$ cat src/rtl/mse_pkg.sv
package mse_pkg;

    typedef enum logic [1:0] {
        ST_IDLE = 2'd0,
        ST_DATA = 2'd1,
        ST_PAR  = 2'd2
    } mse_state_e;

    // Generator taps below the x^24 term
    localparam logic [23:0] MSE_POLY_DEFAULT = 24'hFFF409;

endpackage

$ cat src/rtl/mse_crc_step.sv
// One step of the remainder register: either folds a message bit in
// (feed_i = 1) or shifts a zero through without feedback (feed_i = 0).
module mse_crc_step #(
    parameter int              W    = 24,
    parameter logic [W-1:0]    POLY = 24'hFFF409
) (
    input  logic [W-1:0] rem_i,
    input  logic         in_bit_i,
    input  logic         feed_i,
    output logic [W-1:0] rem_o
);
    logic fb;

    assign fb = feed_i & (rem_i[W-1] ^ in_bit_i);

    assign rem_o[0] = fb & POLY[0];

    for (genvar i = 1; i < W; i++) begin : g_tap
        assign rem_o[i] = rem_i[i-1] ^ (fb & POLY[i]);
    end
endmodule

$ cat src/rtl/mse_addr_pick.sv
// Selects address bit W-1-idx (address leaves top bit first).
module mse_addr_pick #(
    parameter int W     = 24,
    parameter int CNT_W = 7
) (
    input  logic [W-1:0]     addr_i,
    input  logic [CNT_W-1:0] idx_i,
    output logic             bit_o
);
    always_comb begin
        bit_o = 1'b0;
        for (int i = 0; i < W; i++) begin
            if (idx_i == CNT_W'(i)) begin
                bit_o = addr_i[W-1-i];
            end
        end
    end
endmodule

$ cat src/rtl/modes_parity_enc.sv
module modes_parity_enc #(
    parameter int          CRC_W      = 24,
    parameter int          SHORT_DATA = 32,
    parameter int          LONG_DATA  = 88,
    parameter logic [23:0] POLY       = mse_pkg::MSE_POLY_DEFAULT
) (
    input  logic             clk,
    input  logic             rst_n,
    input  logic             start,
    input  logic             long_sel,
    input  logic [CRC_W-1:0] addr,
    input  logic             in_valid,
    input  logic             in_bit,
    output logic             in_ready,
    output logic             out_valid,
    output logic             out_bit,
    output logic             done
);
    import mse_pkg::*;

    localparam int MAX_CNT = (LONG_DATA > CRC_W) ? LONG_DATA : CRC_W;
    localparam int CNT_W   = $clog2(MAX_CNT + 1);
    localparam logic [CNT_W-1:0] SHORT_LAST = CNT_W'(SHORT_DATA - 1);
    localparam logic [CNT_W-1:0] LONG_LAST  = CNT_W'(LONG_DATA - 1);
    localparam logic [CNT_W-1:0] PAR_LAST   = CNT_W'(CRC_W - 1);

    typedef struct packed {
        mse_state_e       st;
        logic [CRC_W-1:0] rem;
        logic [CRC_W-1:0] addr;
        logic             lng;
        logic [CNT_W-1:0] cnt;
        logic             ov;
        logic             ob;
        logic             dn;
    } enc_state_t;

    enc_state_t s_d, s_q;

    logic [CRC_W-1:0] rem_next;
    logic             addr_bit;
    logic [CNT_W-1:0] data_last;

    mse_crc_step #(
        .W    (CRC_W),
        .POLY (CRC_W'(POLY))
    ) u_step (
        .rem_i    (s_q.rem),
        .in_bit_i (in_bit),
        .feed_i   (s_q.st == ST_DATA),
        .rem_o    (rem_next)
    );

    mse_addr_pick #(
        .W     (CRC_W),
        .CNT_W (CNT_W)
    ) u_pick (
        .addr_i (s_q.addr),
        .idx_i  (s_q.cnt),
        .bit_o  (addr_bit)
    );

    assign data_last = s_q.lng ? LONG_LAST : SHORT_LAST;

    always_comb begin
        s_d    = s_q;
        s_d.ov = 1'b0;
        s_d.dn = 1'b0;
        if (start) begin
            s_d.st   = ST_DATA;
            s_d.rem  = '0;
            s_d.addr = addr;
            s_d.lng  = long_sel;
            s_d.cnt  = '0;
        end else begin
            unique case (s_q.st)
                ST_DATA: begin
                    if (in_valid) begin
                        s_d.ov  = 1'b1;
                        s_d.ob  = in_bit;
                        s_d.rem = rem_next;
                        if (s_q.cnt == data_last) begin
                            s_d.cnt = '0;
                            s_d.st  = ST_PAR;
                        end else begin
                            s_d.cnt = s_q.cnt + 1'b1;
                        end
                    end
                end
                ST_PAR: begin
                    s_d.ov  = 1'b1;
                    s_d.ob  = s_q.rem[CRC_W-1] ^ addr_bit;
                    s_d.rem = rem_next;
                    if (s_q.cnt == PAR_LAST) begin
                        s_d.cnt = '0;
                        s_d.st  = ST_IDLE;
                        s_d.dn  = 1'b1;
                    end else begin
                        s_d.cnt = s_q.cnt + 1'b1;
                    end
                end
                default: begin
                end
            endcase
        end
    end

    always_ff @(posedge clk or negedge rst_n) begin
        if (!rst_n) begin
            s_q <= '{st: ST_IDLE, default: '0};
        end else begin
            s_q <= s_d;
        end
    end

    assign in_ready  = (s_q.st == ST_DATA);
    assign out_valid = s_q.ov;
    assign out_bit   = s_q.ob;
    assign done      = s_q.dn;

endmodule

$ cat config.mk
export PLATFORM = sky130hd
export DESIGN_NAME = modes_parity_enc
export DESIGN_NICKNAME = d
export VERILOG_FILES = /design/src/rtl/mse_pkg.sv /design/src/rtl/mse_crc_step.sv /design/src/rtl/mse_addr_pick.sv /design/src/rtl/modes_parity_enc.sv
export SDC_FILE = /design/constraint.sdc
export NUM_CORES = 1
export LEC_CHECK = 0
export BUFFER_PORTS_ARGS = -buffer_cell sky130_fd_sc_hd__buf_2
export CORE_ASPECT_RATIO = 1.2
export CORE_MARGIN = 2
export CORE_UTILIZATION = 53
export CTS_CLUSTER_DIAMETER = 60
export CTS_CLUSTER_SIZE = 20
export DETAILED_ROUTE_END_ITERATION = 8
export GPL_TIMING_DRIVEN = 0
export PLACE_DENSITY = 0.76
export SETUP_SLACK_MARGIN = 0.3
export SLEW_MARGIN = 20
export SYNTH_ARGS = -nofsm -noshare
export SYNTH_HDL_FRONTEND = slang
export SYNTH_SLANG_ARGS = --single-unit
$ cat constraint.sdc
create_clock -name clk -period 2 [get_ports clk]
set_clock_uncertainty 0.15 [all_clocks]
set_input_delay 0.1 -clock clk [delete_from_list [all_inputs] [get_ports clk]]
set_output_delay 0.1 -clock clk [all_outputs]
set_load 0.05 [all_outputs]
==> key figures, run 1 <==
Timing
  • RSZ-0062 raised after global routing: true
  • Fin crit share: 114%
  • Setup ws final: -271 ps
  • Final Max Slew Viols: 0
  • Final hold slack: roughly 87 ps
  • Worst-Margin Slew: ~760 ps
  • Final setup fails: 9
  • Tmin final: between 2000 and 2500 ps
  • Fmax: approximately 440 MHz
  • Final hold vios: 0
  • Worst rel slew slack: 49.3%

Placed design
  • Placement Cell Area: about 0.0035 mm^2
  • Detailed placer's ending HPWL: ~4700 um
  • Inst Count DP: 426
  • Routability cong.: between 0.8 and 0.9
  • I/O Buffers: 32

Critical path
  • R2R Path Start: s_q[3]$_DFFE_PN0P_
  • CP max FO: 10
  • Critical path data required time: 2100 ps
  • Crit. End Element: register
  • Critical path launch point type: register
  • R2R setup slack: -270 ps
  • Most used cell, CP: nor3b_2
  • Kind of critical path: reg -> reg
  • Worst reg-to-reg path cell count: 10
  • Arrival time worst endpoint: between 2000 and 2500 ps
  • Reg2reg end: out_bit$_DFFE_PN0P_
  • Slowest-stage cell, CP: dfrtp_2
  • Worst stage delay on the critical path: between 400 and 500 ps
  • Worst path cell trace: inv_4 > ha_4 > buf_6 > nor3b_2 > o31ai_1 > a21oi_1 > o21ai_1 > a21oi_2 > nand2_1 > nor3b_2

Logic synthesis
  • Mapped cell area: slightly above 0.003 mm^2
  • Syn Nets: 350
  • Ys flop type: dfrtp_1
  • Post-Syn Instances: 314
  • Syn Area/Cell: roughly 10 um^2
  • Flip-flop and latch count after synthesis: between 60 and 70
  • Ys async rst share: 100%
  • Count of flip-flops with a built-in enable after synthesis: 0
  • Seq/Total Area, Yosys: ~49%
  • Post-synth cell types: 43
  • Ys Warns: 0

GRT
  • GRT Total Usage: 32.1%
  • Grt ovf: 0
  • Largest net degree at the start of global routing: 62
  • Number of global-route vias before repair: around 2,900
  • First-pass GRT wire length: 15,400 um
  • Initial antenna violation count: 1

Run
  • Max-Cap Viols: 0

Clock network
  • Total CTS buffers: 9
  • H-tree Lvls: 3
  • CTS tree: built
  • # clock sinks: 61
  • Worst-path clk slew: roughly 80 ps
  • Clock Latency Late Sink: ~360 ps
  • Root buf cell: clkbuf_8
  • CTS Buffer Depth: 2

Layout
  • End-of-flow core utilization: 86.6%
  • Layout area overhead: 58.4%
  • Final nets: ~450
  • Most frequent cells in the layout: dfrtp_1 (59), buf_2 (32), nand2_1 (26), dlygate4sd3_1 (26), mux2_2 (21)
  • Filler cells: 246
  • Layout cells sized above 1: 51.9%
  • Cell area after layout: around 0.005 mm^2
  • Most common cell after layout, fill and taps aside: dfrtp_1
  • Non-Filler Instances: between 400 and 500

Worst hold path
  • WHS Path Cells: 3
  • Hold Path End: out_valid$_DFF_PN0_
  • Path type of the worst min-delay path: in -> reg
  • Worst Hold Launch: in_valid

Status
  • Status: finished with violations
  • Failing checks: negative setup slack

Drt
  • Final WL: between 10,000 and 15,000 um
  • DR WL/cell: approximately 22 um
  • Antenna-violating nets left: 0
  • Iter 0 DRT Violations: between 200 and 300
  • Vias per cell: a little under 6
  • Via count: just under 3,000
  • Drt first pass iters: 4
  • # DRC: 0

Die
  • Core ar.: between 0.005 and 0.006 mm^2
  • Die W: roughly 74 um
  • Die Ht: roughly 90 um
  • Initial cell density of the core: between 50% and 60%
  • I/O Pins: 34
  • Die Area: 0.00648 mm^2
  • Row Count: 30

Power and ir drop
  • Cell area power density: between 600 and 700 mW/mm^2
  • P_leak: between 2 and 2.5 nW
  • Total power: 3.41 mW
  • Peak supply drop: around 0.55 mV
-- worst max-delay path by stage --
stage / startpoint / end / slack [ps]
floorplan: s_q[60]$_DFFE_PN0P_ / s_q[9]$_DFFE_PN0P_ / 20
detailed placement: s_q[4]$_DFFE_PN0P_ / out_bit$_DFFE_PN0P_ / -170
CTS: s_q[3]$_DFFE_PN0P_ / out_bit$_DFFE_PN0P_ / -100
global route: s_q[3]$_DFFE_PN0P_ / out_bit$_DFFE_PN0P_ / -300
global placement: s_q[4]$_DFFE_PN0P_ / out_bit$_DFFE_PN0P_ / -150
finish: s_q[3]$_DFFE_PN0P_ / out_bit$_DFFE_PN0P_ / -270
-- per-layer routing --
layer	track usage, %	part of all wire [%]	vias up	routed length (um)
li1	-	-	1282	-
met1	39.9	37	1490	4090
met2	54.2	52	144	5770
met3	4.83	5.8	42	634
met4	16.0	4.6	0	505
met5	0	0	-	0
-- final cells by class --
class,instances,area (um^2),share of cell area (%)
Clock buffer,9,124,2.52
Multi-Input combinational cell,221,2000,40.8
Inverter,12,50.0,1.02
Buffer,20,220,4.49
Clock inverter,7,98.8,2.01
Antenna cell,1,2.50,0.0510
Tap cell,80,100,2.04
Timing Repair Buffer,86,782,15.9
Sequential cell,61,1530,31.1
-- flip-flops by register name (all words and copies together), names as in the netlist --
signal,cells
done,1
out_valid,1
s_q,58
out_bit,1
-- per-stage QoR --
step                      setup WS, ps  TNS (ps)
after floorplan                   19.5         0
after global placement            -145      -374
after detailed placement          -167      -491
after CTS                        -98.6      -268
after global routing              -305     -1240
final                             -271      -752
-- cells in the mapped netlist, types with 5 or more instances --
cell type   n  area share [%]
a211oi_1   15             3.6
a21oi_1    21             3.4
buf_2       7             1.1
clkbuf_1   10             1.2
dfrtp_1    61              49
ha_1        6             2.4
inv_1      12             1.5
mux2_2     22             8.0
nand2_1    46             5.6
nand3_1     6            0.97
nor2_1     28             3.4
nor2b_1     5             1.0
o21ai_0     7             1.1
o21ai_1     7             1.1
xor2_1     15             4.2
-- critical path: cells and delay by family (launching register included) --
kind	cells	cell delay (ps)
and+or+nand+nor	3	500
AOI/OAI and AO/OA	4	620
adders and majority gates	1	140
DFF	1	490
buffers and inverters	2	260
-- power breakdown --
group | switching, mW | leakage, nW | internal, mW
registers | 0.0955 | 0.769 | 1.32
clock network | 0.560 | 0.110 | 0.707
logic | 0.369 | 1.24 | 0.354
total | 1.02 | 2.12 | 2.39
-- cell families (layout without fill, tap and decap cells) --
kind of cell | count (synthesis) | after routing | share of synthesized area (%)
multiplexers | 22 | 22 | 7.99
XOR/XNOR | 16 | 16 | 4.52
other | 0 | 1 | 0
adder cells (fa/ha/maj) | 6 | 6 | 2.42
flip-flops | 61 | 61 | 49.3
AND/OR/NAND/NOR | 103 | 103 | 15.5
AO/OA/AOI/OAI | 74 | 74 | 15.9
buffers and inverters | 32 | 134 | 4.40
-- repair_timing --
item | 4_1_cts | 5_1_grt
pin swaps | 46 | 31
setup endpoints to repair | 34 | 36
setup buffers | 19 | 2
gates cloned | 6 | 1
hold buffers | 26 | 0
endpoints found under the hold margin | 86 | 0
resized for setup | 105 | 44
(Power assumes the default switching activity.)
==> run 2: changes to the inputs <==
CORE_MARGIN = 10   (was 2)
CTS_CLUSTER_SIZE = unset   (was 20)
SYNTH_HIERARCHICAL = 1   (was unset)
==> key figures, run 2 <==
Status
  • Status: finished with violations
  • Failing checks: negative setup slack

Logic synthesis
  • Top cell type's share of synthesized area: 47.2%
  • Post-synth cell types: 55
  • Synth top cells by count: dfrtp_1 (61), nand2_1 (55), a21oi_1 (30)
  • Syn Nets: between 300 and 400
  • Ys flop type: dfrtp_1
  • Count of flip-flops with a built-in enable after synthesis: 0
  • Syn Area/Cell: a little over 10 um^2
  • Mapped cell area: between 0.003 and 0.004 mm^2
  • Most numerous cell in the Yosys netlist: dfrtp_1
  • Seq/Total Area, Yosys: between 40% and 50%
  • Yosys top cell by area: dfrtp_1
  • Ys async rst share: 100%
  • Flip-flop and latch count after synthesis: 61
  • Cells taking the most area after synthesis: dfrtp_1 (47%), mux2_2 (9.7%), nand2_1 (6.4%)
  • Post-Syn Instances: between 300 and 400
  • Ys Warns: 6

Timing
  • Final Max Slew Viols: 0
  • Final hold vios: 0
  • RSZ-0062 raised after global routing: true
  • Tmin final: 2310 ps
  • Setup ws final: -310 ps
  • Final hold slack: about 120 ps
  • Fmax: about 430 MHz
  • Final setup fails: 7
  • Worst rel slew slack: between 40% and 50%
  • Worst-Margin Slew: between 700 and 800 ps
  • Fin crit share: 116%

Critical path
  • Worst stage delay on the critical path: around 410 ps
  • Critical path launch point type: register
  • Arrival time worst endpoint: 2440 ps
  • Critical path data required time: between 2000 and 2500 ps
  • R2R Path Start: s_q[3]$_DFFE_PN0P_
  • CP max FO: 7
  • Reg2reg end: out_bit$_DFFE_PN0P_
  • R2R setup slack: -310 ps
  • Kind of critical path: reg -> reg
  • Crit. End Element: register
  • Worst reg-to-reg path cell count: 9
  • Crit path from: s_q[3]$_DFFE_PN0P_
  • Critical Path End: out_bit$_DFFE_PN0P_
  • Slowest-stage cell, CP: dfrtp_1
  • Worst path cell trace: buf_6 > mux2_4 > and3_4 > o32a_1 > o21ai_1 > a31oi_2 > xor2_1 > nand2_1 > a31oi_1

Power and ir drop
  • P_leak: ~2.1 nW
  • Sequential share of power: about two fifths
  • Cell Int Power: ~2.5 mW
  • Comb pwr share: a little under a fifth
  • Switching share of power: between 20% and 30%
  • Switch Pwr: a little over 900 uW
  • Clock Power Share: 40.1%
  • Cell area power density: 715 mW/mm^2
  • Peak supply drop: roughly 0.40 mV

Clock network
  • H-tree Lvls: 3
  • CTS Buffer Depth: 2
  • Total CTS buffers: 9
  • Root buf cell: clkbuf_8
  • Worst-path clk slew: 70 ps
  • CTS tree: built
  • Clock Latency Late Sink: 360 ps
  • # clock sinks: between 60 and 70

Die
  • Initial cell density of the core: ~54%
  • Row Count: 31
  • Core ar.: approximately 0.006 mm^2
  • Die W: a little over 90 um
  • I/O Pins: 34
  • Die Ht: around 110 um
  • Die Area: 0.00964 mm^2

Worst hold path
  • Path type of the worst min-delay path: in -> reg

Drt
  • DR WL/cell: 20.2 um
  • Iter 0 DRT Violations: roughly 250
  • Drt first pass iters: 5
  • Via count: 2,936
  • Antenna-violating nets left: 0
  • # DRC: 0
  • Final WL: 10,300 um
  • Vias per cell: about 5.8

Layout
  • Biggest register: s_q
  • Max FFs per register: 58
  • Non-Filler Instances: 509
  • Most frequent cells in the layout: dfrtp_1 (55), buf_2 (33), buf_4 (33)
  • Final nets: ~460
  • Most common cell after layout, fill and taps aside: dfrtp_1
  • End-of-flow core utilization: around four fifths
  • Layout cells sized above 1: between 50 and 60%
  • Cell area after layout: approximately 0.0048 mm^2
  • Antenna cells: 0
  • Layout area overhead: 48.5%
  • Filler cells: roughly 320

Placed design
  • Inst Count DP: 433
  • Placement Cell Area: 0.00355 mm^2
  • Detailed placer's ending HPWL: about 5000 um
  • I/O Buffers: 33
  • Routability cong.: slightly below 0.9

GRT
  • Largest net degree at the start of global routing: between 60 and 70
  • GRT Total Usage: roughly 19%
  • Initial antenna violation count: 0
  • First-pass GRT wire length: between 15,000 and 20,000 um
  • Grt ovf: 0
  • Number of global-route vias before repair: between 3,000 and 4,000

Run
  • Max-Cap Viols: 0
## run 2: changes by cell type in the layout (fill, tap and decap cells not counted), moves of 9 or more
cell      delta
buf_4       +20
a211oi_2    -14
a21oi_2     +14
xnor2_1     +13
xor2_2      -10
nand2_4      +9
nor2_4       -9
## run 2: kinds of logic (layout without fill, tap and decap cells)
family                   Yosys count  count (layout)  share of synthesized area, %
XOR/XNOR                          16              16                          4.33
flip-flops                        61              61                          47.2
buffers and inverters             43             152                          7.77
multiplexers                      33              33                          11.9
adder cells (fa/ha/maj)            3               3                          1.16
AND/OR/NAND/NOR                   98              98                          14.8
AO/OA/AOI/OAI                     64              64                          12.8
## run 2: through the flow
stage          setup slack, ps  power, mW  setup TNS (ps)
3_5_place_dp              -199       1.86            -756
3_3_place_gp              -134       1.85            -420
6_report                  -310       3.43            -887
4_1_cts                  -93.1       3.36            -129
2_1_floorplan            -9.22       1.73           -31.6
5_1_grt                   -376       3.55           -1330
## run 2: layout make-up
cell class,instances,area (um^2),share of cell area (%)
tap,82,103,2.14
multi-input combinational,214,1830,38.0
timing repair buffer,93,763,15.9
clock buffer,10,138,2.87
buffer,31,282,5.86
sequential,61,1530,31.9
clock inverter,6,110,2.29
inverter,12,47.5,0.990
## run 2: timing repair
action,in CTS,in global routing
pin swaps,37,21
gates cloned,4,0
setup endpoints to repair,32,35
buffers inserted,19,9
hold endpoints to repair,90,0
gates resized for setup,95,28
hold buffers,28,0
## run 2: worst min-delay path by stage
stage | from | to | slack [ps] | cells after the start
global route | in_valid | out_bit$_DFFE_PN0P_ | 150 | 5
CTS | in_valid | out_bit$_DFFE_PN0P_ | 80 | 5
finish | in_valid | out_bit$_DFFE_PN0P_ | 120 | 5
global placement | addr[17] | s_q[28]$_DFFE_PN0P_ | 180 | 2
floorplan | rst_n | done$_DFF_PN0_ | -350 | 0
detailed placement | rst_n | s_q[34]$_DFFE_PN0P_ | 70 | 1
## run 2: critical path: cells and delay by family (launching register included)
kind,cells,cell delay (ps)
and+or+nand+nor,2,250
xor gates and xnor gates,1,350
DFF,1,410
buffers and inverters,1,150
muxes,1,290
AOI/OAI and AO/OA,4,620
## run 2: per-layer routing
metal / part of all wire, % / track usage [%]
met5: 0 / 0
met4: 5.3 / 9.30
met3: 5.6 / 4.61
met2: 53 / 35.3
met1: 36 / 20.6
## run 2: power groups by stage
stage                     registers [mW]  clock network (mW)  logic (mW)
after floorplan                     1.41                   0       0.323
after global placement              1.41                   0       0.438
after detailed placement            1.41                   0       0.447
after CTS                           1.40                1.38       0.581
after global routing                1.43                1.44       0.684
final                               1.42                1.38       0.641
==> run 3: changes to the inputs <==
MAX_ROUTING_LAYER = met4   (was unset)
==> key figures, run 3 (same netlist as run 2, synthesis figures left out) <==
Status
  • Status: finished with violations
  • Failing checks: negative setup slack

Timing
  • Worst-Margin Slew: 766 ps
  • Fin crit share: 109%
  • Setup ws final: -179 ps
  • Final setup fails: 6
  • Worst rel slew slack: 49.0%
  • Fmax: 459 MHz
  • Final hold slack: approximately 120 ps
  • Tmin final: between 2000 and 2500 ps
  • Final Max Slew Viols: 0
  • Final hold vios: 0
  • RSZ-0062 raised after global routing: true

Clock network
  • Clock Latency Late Sink: 350 ps
  • CTS Buffer Depth: 2
  • H-tree Lvls: 3
  • CTS tree: built
  • # clock sinks: just over 60
  • Worst-path clk slew: 70 ps
  • Root buf cell: clkbuf_8
  • Total CTS buffers: 9

Critical path
  • Arrival time worst endpoint: 2300 ps
  • Critical path data required time: around 2100 ps
  • Kind of critical path: reg -> reg
  • Critical path launch point type: register
  • CP max FO: 4
  • Crit. End Element: register

Run
  • Max-Cap Viols: 0

Worst hold path
  • Path type of the worst min-delay path: in -> reg

GRT
  • Initial antenna violation count: 0
  • Grt ovf: 0
  • GRT Total Usage: about 20%
  • Number of global-route vias before repair: a little over 3,000
  • Largest net degree at the start of global routing: 62
  • First-pass GRT wire length: around 15,000 um

Die
  • Initial cell density of the core: about 54%
  • I/O Pins: 34
  • Core ar.: roughly 0.0060 mm^2
  • Row Count: 31
  • Die W: just over 90 um
  • Die Area: 0.00964 mm^2
  • Die Ht: about 110 um

Layout
  • Layout area overhead: 48.5%
  • Final nets: 455
  • Layout cells sized above 1: about half
  • Antenna cells: 0
  • Max FFs per register: between 50 and 60
  • Most common cell after layout, fill and taps aside: dfrtp_1
  • Biggest register: s_q
  • Most frequent cells in the layout: dfrtp_1 (55), buf_2 (33), buf_4 (33)
  • Non-Filler Instances: 509
  • Filler cells: roughly 320

Drt
  • Drt first pass iters: 5
  • Final WL: 10,200 um
  • Iter 0 DRT Violations: about 260
  • # DRC: 0
  • Vias per cell: about 5.8
  • Via count: 2,942
  • DR WL/cell: 20.0 um
  • Antenna-violating nets left: 0

Placed design
  • Routability cong.: roughly 0.9
  • Inst Count DP: between 400 and 500
  • Detailed placer's ending HPWL: approximately 5000 um
  • I/O Buffers: 33

Power and ir drop
  • Cell area power density: 714 mW/mm^2
  • Peak supply drop: 0.545 mV
  • P_leak: around 2.1 nW
-- run 3: through the flow --
| stage | util [%] | setup WS, ps | setup TNS (ps) | power (mW) | instance area (um^2) |
|---|---|---|---|---|---|
| 6_report | 80.4 | -179 | -643 | 3.43 | 4800 |
| 4_1_cts | 77.1 | -93.1 | -129 | 3.36 | 4610 |
| 3_3_place_gp | 59.3 | -134 | -420 | 1.85 | 3540 |
| 5_1_grt | 80.4 | -245 | -1120 | 3.54 | 4800 |
| 3_5_place_dp | 59.4 | -199 | -756 | 1.86 | 3550 |
| 2_1_floorplan | - | -9.22 | -31.6 | 1.73 | 3280 |
-- run 3: power breakdown --
group | switching (mW) | leakage, nW | total, mW | internal, mW
Combinational | 0.310 | 1.22 | 0.638 | 0.328
Clock | 0.516 | 0.119 | 1.37 | 0.859
Sequential | 0.0904 | 0.765 | 1.42 | 1.33
Total | 0.916 | 2.10 | 3.43 | 2.51
-- run 3: worst max-delay path, stage by stage, from the launching register on --
cell	delay, ps
dfrtp_2	440
nor3_4	260
nand3_2	140
o32a_1	330
o221ai_2	210
a31oi_2	140
xor2_1	220
nand2_1	80
a31oi_1	130
-- run 3: what timing repair did --
action,4_1_cts,5_1_grt
hold endpoints to repair,90,0
pin swaps,37,21
cloned,4,0
setup endpoints to repair,32,35
resized for setup,95,28
hold buffers,28,0
buffers inserted,19,9
-- run 3: cell type report --
cell class              count  area (um^2)  share of cell area (%)
inverters                  12         47.5                   0.990
clock inverters             6          110                    2.29
clock buffers              10          138                    2.87
plain buffers              31          282                    5.86
flip-flops and latches     61         1530                    31.9
multi-input cells         214         1830                    38.0
well taps                  82          103                    2.14
repair buffers             93          763                    15.9
-- run 3: metal layers --
metal	track usage (%)	routed length [um]	vias to the layer above	part of all wire, %
met5	-	0	-	0
met4	9.08	513	0	5.0
met3	4.33	464	50	4.6
met2	35.3	5500	147	54
met1	21.0	3720	1436	36
li1	-	-	1309	-
-- run 3: worst paths after layout --
| check | start | slack [ps] | endpoint | cells past startpoint |
|---|---|---|---|---|
| worst max-delay path | s_q[9]$_DFFE_PN0P_ | -180 | out_bit$_DFFE_PN0P_ | 8 |
| worst min-delay path | in_valid | 120 | out_bit$_DFFE_PN0P_ | 5 |
| worst max register to register | s_q[9]$_DFFE_PN0P_ | -180 | out_bit$_DFFE_PN0P_ | 8 |
| worst min register to register | s_q[13]$_DFFE_PN0P_ | 360 | s_q[13]$_DFFE_PN0P_ | 1 |
| max in group asynchronous | rst_n | 930 | s_q[5]$_DFFE_PN0P_ | 2 |
| min in group asynchronous | rst_n | 210 | s_q[31]$_DFFE_PN0P_ | 2 |
